File: src/rtl/idec_pkg.sv
package idec_pkg;

    localparam int ILEN     = 32;
    localparam int RIDX_W   = 5;
    localparam int OP_W     = 4;
    localparam int MD_W     = 3;
    localparam int IMM_S_W  = 16;
    localparam int IMM_J_W  = 21;
    localparam int NKIND    = 6;
    localparam int ALU_RSV0 = 12;   // first unused arithmetic opcode
    localparam int ALU_RSV1 = 14;   // last unused arithmetic opcode
    localparam int HI_CHK_W = 8;    // register-form must-be-zero width

    typedef enum logic [2:0] {
        CLS_NONE   = 3'd0,
        CLS_IMM    = 3'd1,
        CLS_REG    = 3'd2,
        CLS_LOAD   = 3'd3,
        CLS_STORE  = 3'd4,
        CLS_BRANCH = 3'd5,
        CLS_JUMP   = 3'd6
    } cls_e;

    typedef struct packed {
        cls_e                   cls;
        logic [OP_W-1:0]        op;
        logic [RIDX_W-1:0]      rt;
        logic [RIDX_W-1:0]      ra;
        logic [RIDX_W-1:0]      rb;
        logic [MD_W-1:0]        md;
        logic [ILEN-1:0]        imm;
        logic [NKIND-1:0]       kind;
        logic                   undef;
    } dec_t;

    // Field sits in the top bits; arithmetic shift yields the sign-extended value.
    function automatic logic [ILEN-1:0] sext_top(input logic [ILEN-1:0] w, input int width);
        return $signed(w) >>> (ILEN - width);
    endfunction

    // Class code to one-hot flag vector: bit0 imm .. bit5 jump.
    function automatic logic [NKIND-1:0] kind_of(input cls_e c);
        logic [NKIND-1:0] k;
        k = '0;
        case (c)
            CLS_IMM:    k[0] = 1'b1;
            CLS_REG:    k[1] = 1'b1;
            CLS_LOAD:   k[2] = 1'b1;
            CLS_STORE:  k[3] = 1'b1;
            CLS_BRANCH: k[4] = 1'b1;
            CLS_JUMP:   k[5] = 1'b1;
            default:    k    = '0;
        endcase
        return k;
    endfunction

endpackage

File: src/rtl/idec_class.sv
module idec_class
    import idec_pkg::*;
(
    input  logic [HI_CHK_W-1:0] hi_i,
    input  logic [5:0]          lo_i,
    output cls_e                cls_o,
    output logic [OP_W-1:0]     op_o,
    output logic                undef_o
);

    logic hi_dirty;
    logic alu_rsv;

    assign hi_dirty = |hi_i;
    assign alu_rsv  = (int'(lo_i[3:0]) >= ALU_RSV0) && (int'(lo_i[3:0]) <= ALU_RSV1);

    always_comb begin
        if (!lo_i[5]) begin
            cls_o = lo_i[4] ? CLS_REG : CLS_IMM;
            op_o  = lo_i[3:0];
        end else begin
            case (lo_i[4:3])
                2'b00:   cls_o = CLS_LOAD;
                2'b01:   cls_o = CLS_STORE;
                2'b10:   cls_o = CLS_BRANCH;
                default: cls_o = CLS_JUMP;
            endcase
            op_o = {1'b0, lo_i[2:0]};
        end
    end

    always_comb begin
        case (cls_o)
            CLS_IMM:    undef_o = alu_rsv || (op_o == 4'hF);
            CLS_REG:    undef_o = alu_rsv || hi_dirty;
            CLS_STORE:  undef_o = op_o[2];
            CLS_BRANCH: undef_o = (op_o[2:1] == 2'b11);
            CLS_JUMP:   undef_o = op_o[2];
            default:    undef_o = 1'b0;
        endcase
    end

endmodule

File: src/rtl/idec_fields.sv
module idec_fields
    import idec_pkg::*;
(
    input  logic [ILEN-7:0]     body_i,
    input  cls_e                cls_i,
    output logic [RIDX_W-1:0]   rt_o,
    output logic [RIDX_W-1:0]   ra_o,
    output logic [RIDX_W-1:0]   rb_o,
    output logic [MD_W-1:0]     md_o,
    output logic [ILEN-1:0]     imm_o
);

    logic [ILEN-1:0] w;
    logic [ILEN-1:0] imm_s;
    logic [ILEN-1:0] imm_j;

    assign w     = {body_i, 6'b0};
    assign imm_s = sext_top(w, IMM_S_W);
    assign imm_j = sext_top(w, IMM_J_W);

    always_comb begin
        rt_o  = '0;
        ra_o  = '0;
        rb_o  = '0;
        md_o  = '0;
        imm_o = '0;
        case (cls_i)
            CLS_IMM, CLS_LOAD: begin
                rt_o  = w[10:6];
                ra_o  = w[15:11];
                imm_o = imm_s;
            end
            CLS_REG: begin
                rt_o = w[10:6];
                ra_o = w[15:11];
                rb_o = w[20:16];
                md_o = w[23:21];
            end
            CLS_STORE, CLS_BRANCH: begin
                ra_o  = w[15:11];
                rb_o  = w[10:6];
                imm_o = imm_s;
            end
            CLS_JUMP: begin
                rt_o  = w[10:6];
                imm_o = imm_j;
            end
            default: ;
        endcase
    end

endmodule

File: src/rtl/idec_stage.sv
module idec_stage
    import idec_pkg::*;
#(
    parameter bit REG_OUT = 1'b1
) (
    input  logic clk,
    input  logic rst,
    input  dec_t d_i,
    output dec_t q_o
);

    generate
        if (REG_OUT) begin : g_reg
            always_ff @(posedge clk) begin
                if (rst) q_o <= '0;
                else     q_o <= d_i;
            end
        end else begin : g_pass
            assign q_o = d_i;
        end
    endgenerate

endmodule

File: src/rtl/insn_decoder.sv
module insn_decoder
    import idec_pkg::*;
#(
    parameter bit REG_OUT = 1'b1
) (
    input  logic        clk,
    input  logic        rst,
    input  logic [31:0] insn_i,
    output logic [2:0]  fmt_class_o,
    output logic [3:0]  opcode_o,
    output logic [4:0]  rt_o,
    output logic [4:0]  ra_o,
    output logic [4:0]  rb_o,
    output logic [2:0]  mdsub_o,
    output logic [31:0] imm_o,
    output logic        is_alu_imm_o,
    output logic        is_alu_reg_o,
    output logic        is_load_o,
    output logic        is_store_o,
    output logic        is_branch_o,
    output logic        is_jump_o,
    output logic        undef_o
);

    cls_e            cls_c;
    logic [OP_W-1:0] op_c;
    logic            undef_c;
    dec_t            dec_c;
    dec_t            dec_q;

    idec_class i_class (
        .hi_i    (insn_i[ILEN-1 -: HI_CHK_W]),
        .lo_i    (insn_i[5:0]),
        .cls_o   (cls_c),
        .op_o    (op_c),
        .undef_o (undef_c)
    );

    idec_fields i_fields (
        .body_i (insn_i[ILEN-1:6]),
        .cls_i  (cls_c),
        .rt_o   (dec_c.rt),
        .ra_o   (dec_c.ra),
        .rb_o   (dec_c.rb),
        .md_o   (dec_c.md),
        .imm_o  (dec_c.imm)
    );

    assign dec_c.cls   = cls_c;
    assign dec_c.op    = op_c;
    assign dec_c.kind  = kind_of(cls_c);
    assign dec_c.undef = undef_c;

    idec_stage #(.REG_OUT(REG_OUT)) i_stage (
        .clk (clk),
        .rst (rst),
        .d_i (dec_c),
        .q_o (dec_q)
    );

    assign fmt_class_o  = dec_q.cls;
    assign opcode_o     = dec_q.op;
    assign rt_o         = dec_q.rt;
    assign ra_o         = dec_q.ra;
    assign rb_o         = dec_q.rb;
    assign mdsub_o      = dec_q.md;
    assign imm_o        = dec_q.imm;
    assign is_alu_imm_o = dec_q.kind[0];
    assign is_alu_reg_o = dec_q.kind[1];
    assign is_load_o    = dec_q.kind[2];
    assign is_store_o   = dec_q.kind[3];
    assign is_branch_o  = dec_q.kind[4];
    assign is_jump_o    = dec_q.kind[5];
    assign undef_o      = dec_q.undef;

    // Sub-op field only leaves the field extractor for the register class.
    p_md_only_reg_r6: assert property (@(posedge clk) disable iff (rst)
        (cls_c != CLS_REG) |-> (dec_c.md == '0));

    // Stray high bits on a register word must reach the undefined flag.
    p_reg_hi_undef_r8: assert property (@(posedge clk) disable iff (rst)
        ((cls_c == CLS_REG) && (insn_i[31:24] != 8'h00)) |-> undef_c);

    // 16-bit immediate classes: upper 17 bits all copies of the sign.
    p_imm16_sign_r4: assert property (@(posedge clk) disable iff (rst)
        (cls_c inside {CLS_IMM, CLS_LOAD, CLS_STORE, CLS_BRANCH})
            |-> ((&dec_c.imm[31:15]) || !(|dec_c.imm[31:15])));

    // Jump immediate: upper 12 bits all copies of the sign.
    p_immj_sign_r5: assert property (@(posedge clk) disable iff (rst)
        (cls_c == CLS_JUMP) |-> ((&dec_c.imm[31:20]) || !(|dec_c.imm[31:20])));

    // Exactly one class flag at the outputs once out of reset.
    p_one_flag_r11: assert property (@(posedge clk) disable iff (rst)
        !$past(rst) |-> $onehot(dec_q.kind));

    // Load class never flags undefined.
    p_load_defined_r9: assert property (@(posedge clk) disable iff (rst)
        (cls_c == CLS_LOAD) |-> !undef_c);

    generate
        if (REG_OUT) begin : g_chk_reg
            // One-cycle latency of the output stage.
            p_stage_delay_r10: assert property (@(posedge clk) disable iff (rst)
                !$past(rst) |-> (dec_q == $past(dec_c)));
        end
    endgenerate

endmodule

File: config.mk
export PLATFORM = sky130hd
export DESIGN_NAME = insn_decoder
export DESIGN_NICKNAME = d
export VERILOG_FILES = /design/src/rtl/idec_pkg.sv /design/src/rtl/idec_class.sv /design/src/rtl/idec_fields.sv /design/src/rtl/idec_stage.sv /design/src/rtl/insn_decoder.sv
export SDC_FILE = /design/constraint.sdc
export NUM_CORES = 1
export LEC_CHECK = 0
export BUFFER_PORTS_ARGS = -buffer_cell sky130_fd_sc_hd__buf_4
export CAP_MARGIN = 25
export CORE_ASPECT_RATIO = 0.5
export CORE_MARGIN = 2
export CORE_UTILIZATION = 47
export DETAILED_ROUTE_END_ITERATION = 16
export PLACE_DENSITY = 0.84
export SLEW_MARGIN = 25
export SYNTH_ARGS = -nofsm -noshare
export SYNTH_HDL_FRONTEND = slang
export SYNTH_SLANG_ARGS = --single-unit
File: constraint.sdc
create_clock -name clk -period 4.7 [get_ports clk]
set_input_delay 0.94 -clock clk [delete_from_list [all_inputs] [get_ports clk]]
set_output_delay 0.94 -clock clk [all_outputs]
set_load 0.1 [all_outputs]
==> flow_summary.json, run 1 <==
{
  "status": "completed",
  "die_area_um2": 4370,
  "critical_path_depth": 6,
  "grt_pass1_wl_mm": 6.32,
  "top_regs": "i_stage.q_o: 53 flops",
  "grt_use_met2_pct": 30.7,
  "hold_viol_final": 0,
  "worstSetupPathType": "in -> reg",
  "postCtsSetupBuffers": 0,
  "start_util_pct": 50.7,
  "grt_use_met1_pct": 26.0,
  "ys_ff_latch": 53,
  "regMostFlops": "i_stage.q_o",
  "post_route_cells_drive_above_1_share_pct": 46.8,
  "yosys.area.top_type_share_pct": 59.0,
  "yosysTopAreaCell": "dfxtp_1",
  "fp.dieW_um": 91.5,
  "antenna-diode-count": 0,
  "drc": 0,
  "synth_ff_type": "dfxtp_1",
  "crit_path_top_delay_cell": "a311oi_4",
  "dpl.hpwl_mm": 3.34,
  "relSlewSlack_pct": 41.6,
  "cts-root-buf": "clkbuf_8",
  "whs_ns": 0.834,
  "critPathBufInv": 2,
  "routedWlPerCell_um": 15.3,
  "min_period_ns": 2.53,
  "rsz0062_at_grt": "false",
  "cp.required_ns": 4.94,
  "drt_iter0_drc": 78,
  "cts_sinks": 53,
  "vias_per_cell": 5.07,
  "hold_buffers": 0,
  "grt_pass1_vias": 1253,
  "startpoint_type": "input pin",
  "yosys-top-cells-count": "dfxtp_1 (53), a22o_1 (25), and2_1 (14)",
  "rows": 15,
  "final.setup.tns_ns": 0,
  "postRouteAntennaNets": 0,
  "gp_congestion": 0.861,
  "tightest_slew_ns": 0.876,
  "critPathTopFamily": "compound AO/OA/AOI/OAI gates",
  "synth.most_common_cell": "dfxtp_1",
  "cts_buffer_depth": 2,
  "track_usage_pct": 19.3,
  "period_share_pct": 53.9,
  "cts_buffers": 5,
  "syn_area_per_cell_um2": 12.0,
  "async_flop_share_pct": 0,
  "syn_to_final_growth_pct": 41.7,
  "p_per_area_nw_per_um2": 430,
  "synth_nets": 185,
  "syn_area_um2": 1800,
  "portBuffers": 97,
  "path_clk_slew_ns": 0.09,
  "end_kind": "flop",
  "ir_drop_mv": 0.164,
  "overflow": 0,
  "maxCapViolations": 0,
  "coreArea_um2": 3550,
  "drt_pre_antenna_iters": 4,
  "grt_max_degree": 22,
  "layout.nets": 269,
  "synthesis.instances": 150,
  "io_pins": 98,
  "fmax_mhz": 395,
  "hold_class": "in -> reg",
  "setup_viol": 0,
  "p_leak_nw": 1.20,
  "ys_warn_count": 0,
  "largest_reg_flops": 53,
  "cts_tree": "built",
  "grt.busiest_layer": "met2",
  "final_area_um2": 2550,
  "power.total_mw": 1.10,
  "wl_mm": 4.37,
  "finalWorstSetupSlack_ns": 2.17,
  "place_ws_ns": 1.87,
  "vias": 1450,
  "cp_slowest_stage_delay_ns": 0.78,
  "synth_area_leaders": "dfxtp_1 (59%), a22o_1 (12%), and2_1 (4.9%)",
  "seq_area_frac_synth_pct": 59.0,
  "antenna_found_initial": 0,
  "min_path_cells": 2,
  "chipHeight_um": 47.8,
  "synth_cell_types": 29,
  "synth_edf_count": 0,
  "post_cts_resized": 0,
  "place_area_um2": 2450,
  "cp_cell_sequence": "buf_4 > inv_1 > ha_1 > nand2b_2 > a311oi_4 > a22o_1",
  "htreeDepth": 2,
  "slew_viol_final": 0,
  "cp_max_fo": 20,
  "grtUsageMet3_pct": 5.35,
  "arrival_ns": 2.77
}
through the flow:
| step | instances | util, % |
|---|---|---|
| floorplan | 150 | - |
| global placement | 278 | 69.0 |
| detailed placement | 278 | 69.1 |
| CTS | 286 | 71.9 |
| global route | 286 | 71.9 |
| finish | 286 | 71.9 |
logic make-up (layout without fill, tap and decap cells):
logic type	Yosys count	count (layout)	share of synthesized area, %
simple gates	41	41	15.6
compound gates	33	33	16.3
flops	53	53	59.0
buf+inv	22	107	8.48
fa+ha+maj	1	1	0.695
layout make-up:
class                           count  area, µm²
Clock inverter                      2       13.8
Timing Repair Buffer               97        728
Fill cell                         262        998
Tap cell                           51       63.8
Sequential cell                    53       1060
Multi-Input combinational cell     75        592
Inverter                            2       7.51
Clock buffer                        6       82.6
where the power goes:
group          internal (mW)  switching, mW  leakage (nW)
Combinational         0.0786          0.275         0.714
Sequential             0.474        0.00856         0.437
Clock                  0.119          0.140        0.0512
Total                  0.673          0.423          1.20
layer usage:
| metal | vias up | wire length, µm |
|---|---|---|
| met2 | 56 | 2200 |
| met1 | 696 | 1830 |
| li1 | 693 | - |
| met5 | - | 0 |
| met3 | 5 | 301 |
| met4 | 0 | 37 |
placed cells by master (no fill, tap or decap), drive strengths merged:
cell	synthesis	final
nor4b	3	3
or3	1	1
nand2	2	2
ha	1	1
a31oi	3	3
a211o	1	1
a311oi	1	1
nor4	2	2
and4b	1	1
nor2	1	1
a22o	25	25
inv	2	2
or3b	1	1
a211oi	2	2
and2	14	14
dfxtp	53	53
nor3b	3	3
nand2b	4	4
nand3	1	1
clkinv	0	2
a21oi	1	1
nor2b	4	4
buf	19	97
nor3	4	4
clkbuf	1	6
worst paths after layout:
kind	start	end	slack (ns)
max	insn_i[3]	i_stage.q_o[7]	2.17
min	insn_i[4]	i_stage.q_o[1]	0.83
Power figures use the tool's default switching activity.
==> run 2, diff against run 1 <==
--- a/config.mk
+++ b/config.mk
@@ -9,9 +9,9 @@
 export CAP_MARGIN = 25
 export CORE_ASPECT_RATIO = 0.5
 export CORE_MARGIN = 2
-export CORE_UTILIZATION = 47
+export CORE_UTILIZATION = 39
 export DETAILED_ROUTE_END_ITERATION = 16
-export PLACE_DENSITY = 0.84
+export PLACE_DENSITY = 0.74
 export SLEW_MARGIN = 25
 export SYNTH_ARGS = -nofsm -noshare
 export SYNTH_HDL_FRONTEND = slang
==> constraint.sdc (replaced) <==
create_clock -name clk -period 2.2 [get_ports clk]
set_input_delay 0.44 -clock clk [delete_from_list [all_inputs] [get_ports clk]]
set_output_delay 0.44 -clock clk [all_outputs]
set_load 0.1 [all_outputs]
==> run 2 against run 1 <==
Net effect:
- flip-flop and latch count did not move
- die area grew 19%
- critical path depth grew 1
- critical path type unchanged
- global-route usage fell by 3.2 points
- clock power grew to 2.6 times the previous value
- final area up 1.6%
- sequential power up 110%
- core utilization decreased by 13 points
==> flow_summary.json, run 2 (same netlist as run 1, synthesis figures left out) <==
{
  "top_regs": "i_stage.q_o: 53 flops",
  "fp.dieW_um": 100,
  "dpl.hpwl_mm": 3.29,
  "drt_pre_antenna_iters": 4,
  "cts_buffers": 5,
  "path_clk_slew_ns": 0.09,
  "grt_max_degree": 22,
  "arrival_ns": 1.96,
  "grt_pass1_vias": 1289,
  "syn_to_final_growth_pct": 43.9,
  "cp_slowest_stage_delay_ns": 0.29,
  "drc": 0,
  "vias": 1371,
  "hold_viol_final": 0,
  "vias_per_cell": 4.66,
  "final.setup.tns_ns": 0,
  "min_path_cells": 2,
  "routedWlPerCell_um": 14.6,
  "fmax_mhz": 587,
  "final_cell_mix": "buf_4 (99), dfxtp_1 (53), a22o_1 (25), and2_1 (14), clkbuf_8 (6)",
  "htreeDepth": 2,
  "maxCapViolations": 0,
  "track_usage_pct": 16.1,
  "instances_no_fill": 294,
  "largest_reg_flops": 53,
  "coreArea_um2": 4420,
  "relSlewSlack_pct": 57.3,
  "postRouteAntennaNets": 0,
  "cp.required_ns": 2.45,
  "critPathTopFamily": "buffers and inverters",
  "cts_buffer_depth": 2,
  "status": "completed",
  "drt_iter0_drc": 48,
  "cts-root-buf": "clkbuf_8",
  "die_area_um2": 5210,
  "critPathBufInv": 3,
  "post_route_cells_drive_above_1_share_pct": 47.3,
  "power.total_mw": 2.46,
  "cp_max_fo": 20,
  "start_util_pct": 40.7,
  "portBuffers": 97,
  "cts_sinks": 53,
  "slew_viol_final": 0,
  "antenna-diode-count": 0,
  "p_per_area_nw_per_um2": 952,
  "min_period_ns": 1.70,
  "chipHeight_um": 52.0,
  "hold_buffers": 0,
  "rsz0062_at_grt": "false",
  "regMostFlops": "i_stage.q_o",
  "period_share_pct": 77.4,
  "postCtsSetupBuffers": 0,
  "fillers": 387,
  "overflow": 0,
  "post_cts_resized": 0,
  "layout.nets": 271,
  "placedCellCount": 286,
  "final_common_cell": "buf_4",
  "cp_cell_sequence": "buf_4 > inv_1 > ha_1 > nand2b_2 > a311oi_4 > buf_4 > a22o_1",
  "startpoint_type": "input pin",
  "wl_mm": 4.29,
  "io_pins": 98,
  "worstSetupPathType": "in -> reg",
  "crit_path_top_delay_cell": "ha_1",
  "gp_congestion": 0.879,
  "cts_tree": "built",
  "crit_top_cell": "buf_4",
  "antenna_found_initial": 0,
  "rows": 17,
  "end_kind": "flop",
  "setup_viol": 0,
  "p_leak_nw": 1.21,
  "grt_pass1_wl_mm": 6.42,
  "tightest_slew_ns": 0.638,
  "critical_path_depth": 7,
  "hold_class": "in -> reg",
  "ir_drop_mv": 0.333
}
==> run 2: changes by cell type in the layout (fill, tap and decap cells not counted) <==
cell        delta
clkinvlp_4     +1
clkinv_4       -1
bufinv_16      +1
nor3_4         -1
buf_4          +2
nor3_2         +1
clkinv_2       -1
==> run 2: area by class of cell <==
type                       count  area (µm²)  share of cell area (%)
sequential                    53        1060                    41.0
timing repair buffer          99         743                    28.7
multi-input combinational     75         586                    22.6
clock buffer                   6        82.6                    3.19
tap                           57        71.3                    2.75
clock inverter                 2        37.5                    1.45
inverter                       2        7.51                   0.290
==> run 2: worst paths after layout <==
kind                  slack (ns)  startpoint              to
worst max-delay path        0.50   insn_i[3]  i_stage.q_o[8]
worst min-delay path        0.34   insn_i[4]  i_stage.q_o[1]
==> run 2: power by group <==
group / switching, mW / internal, mW / leakage [nW] / total [mW]
sequential: 0.0174 / 1.01 / 0.437 / 1.03
combinational: 0.584 / 0.170 / 0.721 / 0.754
clock: 0.309 / 0.370 / 0.0574 / 0.679
total: 0.911 / 1.55 / 1.21 / 2.46
==> run 2: through the flow <==
stage               area, µm²  worst slack [ns]  hold WS (ns)  utilization, %
floorplan                1800             0.224         0.517               -
global placement         2470             0.284         0.653            55.8
detailed placement       2470             0.222         0.655            55.8
CTS                      2590             0.523         0.326            58.5
global route             2590             0.385         0.330            58.5
finish                   2590             0.496         0.339            58.5
==> run 2: layer usage <==
layer  wire length (µm)  vias up  global-route usage (%)
li1                   -      698                       -
met1               1980      637                    21.2
met2               2110       33                    26.2
met3                181        3                    4.30
met4                 19        0                    4.79
met5                  0        -                       0
==> run 3, diff against run 2 <==
--- a/config.mk
+++ b/config.mk
@@ -5,13 +5,14 @@
 export SDC_FILE = /design/constraint.sdc
 export NUM_CORES = 1
 export LEC_CHECK = 0
+export ABC_AREA = 1
 export BUFFER_PORTS_ARGS = -buffer_cell sky130_fd_sc_hd__buf_4
 export CAP_MARGIN = 25
 export CORE_ASPECT_RATIO = 0.5
 export CORE_MARGIN = 2
-export CORE_UTILIZATION = 39
+export CORE_UTILIZATION = 40
 export DETAILED_ROUTE_END_ITERATION = 16
-export PLACE_DENSITY = 0.74
+export PLACE_DENSITY = 0.75
 export SLEW_MARGIN = 25
 export SYNTH_ARGS = -nofsm -noshare
 export SYNTH_HDL_FRONTEND = slang
==> constraint.sdc (replaced) <==
create_clock -name clk -period 1.5 [get_ports clk]
set_input_delay 0.3 -clock clk [delete_from_list [all_inputs] [get_ports clk]]
set_output_delay 0.3 -clock clk [all_outputs]
set_load 0.1 [all_outputs]
==> run 3 against run 2 <==
Net effect:
- synthesized cell count rose by 49%
- synthesized area is 6.6% higher
- global-route usage up 2.6 points
- critical endpoint is now imm_o[22]
- highest routed layer unchanged
- flip-flop and latch count is the same
- core utilization grew 3.1 points
- cell count rose by 30%
- sequential power grew 48%
- die area is 3.7% higher
- setup slack got worse by 0.36 ns
- critical path depth shrank 6
- combinational power grew 68%
==> flow_summary.json, run 3 <==
{
  "arrival_ns": 1.07,
  "worstSetupPathType": "reg -> out",
  "ys_ff_latch": 53,
  "slew_viol_final": 0,
  "vias": 1788,
  "status": "completed",
  "fmax_mhz": 732,
  "portBuffers": 97,
  "path_clk_slew_ns": 0.09,
  "postCtsSetupBuffers": 0,
  "regMostFlops": "i_stage.q_o",
  "cts_sinks": 53,
  "hold_buffers": 0,
  "htreeDepth": 2,
  "synth_edf_count": 0,
  "antenna_found_initial": 0,
  "seqCellArea_um2": 1060,
  "fillers": 417,
  "grt_pass1_vias": 1687,
  "syn_to_final_growth_pct": 44.9,
  "hold_class": "in -> reg",
  "synth_ff_type": "dfxtp_1",
  "instances_no_fill": 383,
  "maxCapViolations": 0,
  "synth_cell_types": 23,
  "yosysTopAreaCell": "dfxtp_1",
  "final_common_cell": "buf_4",
  "post_cts_resized": 0,
  "post_route_cells_drive_above_1_share_pct": 39.4,
  "wl_mm": 4.93,
  "crit_path_top_delay_cell": "dfxtp_2",
  "drc": 0,
  "synthXorXnorAreaFrac_pct": 0,
  "synth.area.mux_share_pct": 0,
  "grt_pass1_wl_mm": 7.64,
  "chipHeight_um": 53.0,
  "startpoint_type": "flop",
  "rows": 17,
  "critPathBufInv": 1,
  "critPathTopFamily": "flip-flops",
  "start_util_pct": 42.5,
  "multi_input_area_um2": 628,
  "overflow": 0,
  "drt_iter0_drc": 91,
  "period_share_pct": 91.1,
  "grt_max_degree": 24,
  "syn_area_per_cell_um2": 8.56,
  "synth_area_leaders": "dfxtp_1 (55%), nand3_1 (10%), a21oi_1 (5.7%)",
  "cts_buffer_depth": 2,
  "synth.most_common_cell": "dfxtp_1",
  "min_period_ns": 1.37,
  "p_leak_nw": 1.41,
  "place_area_um2": 2670,
  "io_pins": 98,
  "cp_cell_sequence": "buf_4",
  "cp.required_ns": 1.20,
  "vias_per_cell": 4.67,
  "seq_area_frac_synth_pct": 55.3,
  "drt_pre_antenna_iters": 4,
  "synth_compound_area_share_pct": 7.76,
  "yosys.area.top_type_share_pct": 55.3,
  "postRouteAntennaNets": 0,
  "dpl.hpwl_mm": 3.80,
  "cp_max_fo": 12,
  "gp_congestion": 0.832,
  "cts-root-buf": "clkbuf_8",
  "die_area_um2": 5400,
  "layout.nets": 351,
  "cts_tree": "built",
  "track_usage_pct": 18.7,
  "routedWlPerCell_um": 12.9,
  "yosys-top-cells-count": "dfxtp_1 (53), nand3_1 (40), nor2_1 (26)",
  "p_per_area_nw_per_um2": 1320,
  "place_ws_ns": -0.202,
  "cts_buffers": 5,
  "fp.dieW_um": 102,
  "synthSimpleGateAreaFrac_pct": 24.1,
  "ir_drop_mv": 0.540,
  "cp_slowest_stage_delay_ns": 0.44,
  "finalWorstSetupSlack_ns": 0.133,
  "placedCellCount": 375,
  "largest_reg_flops": 53,
  "coreArea_um2": 4510,
  "end_kind": "primary output",
  "synth_nets": 259,
  "rsz0062_at_grt": "false",
  "top_regs": "i_stage.q_o: 53 flops",
  "synthesis.instances": 224,
  "async_flop_share_pct": 0,
  "synth_top_family_by_area": "simple AND/OR/NAND/NOR gates",
  "ys_warn_count": 0,
  "final_area_um2": 2780,
  "final_cell_mix": "buf_4 (105), dfxtp_1 (52), nand3_1 (40), nor2_1 (26), inv_1 (24)",
  "setup_viol": 0,
  "synth_fa_ha_area_share_pct": 0.652,
  "syn_area_um2": 1920,
  "tightest_slew_ns": 0.382,
  "antenna-diode-count": 0,
  "hold_viol_final": 0,
  "relSlewSlack_pct": 74.3
}
-- run 3: cell type report --
type                            count  area share (%)
Timing Repair Buffer              106            29.1
Clock inverter                      1           0.180
Inverter                           26            3.51
Multi-Input combinational cell    124            22.6
Tap cell                           66            2.97
Clock buffer                        7            3.47
Sequential cell                    53            38.2
-- run 3: where the power goes --
| part | internal (mW) | switching, mW | total (mW) |
|---|---|---|---|
| clock | 0.418 | 0.446 | 0.864 |
| combinational | 0.274 | 0.999 | 1.27 |
| sequential | 1.49 | 0.0285 | 1.52 |
| total | 2.18 | 1.47 | 3.66 |
-- run 3: layer usage --
metal / wire length, µm / vias up / global-route usage, %
li1: - / 897 / -
met1: 2160 / 836 / 23.2
met2: 2470 / 49 / 32.7
met3: 241 / 6 / 4.62
met4: 51 / 0 / 5.33
met5: 0 / - / 0
-- run 3: cell families (layout without fill, tap and decap cells) --
logic type / Yosys count / after routing
compound gates: 29 / 29
flops: 53 / 53
simple gates: 94 / 94
buf+inv: 47 / 140
fa+ha+maj: 1 / 1
-- run 3: worst paths after layout --
kind,from,end,cells past startpoint
min,insn_i[0],i_stage.q_o[57],3
max,i_stage.q_o[37],imm_o[22],1
-- run 3: metrics by stage --
stage	hold slack (ns)	TNS, ns	total power, mW	util [%]
4_1_cts	0.201	0	3.67	61.5
5_1_grt	0.194	0	3.77	61.7
2_1_floorplan	0.377	0	2.53	-
6_report	0.203	0	3.66	61.7
3_3_place_gp	0.516	-1.72	2.81	59.3
3_5_place_dp	0.521	-2.85	2.83	59.3
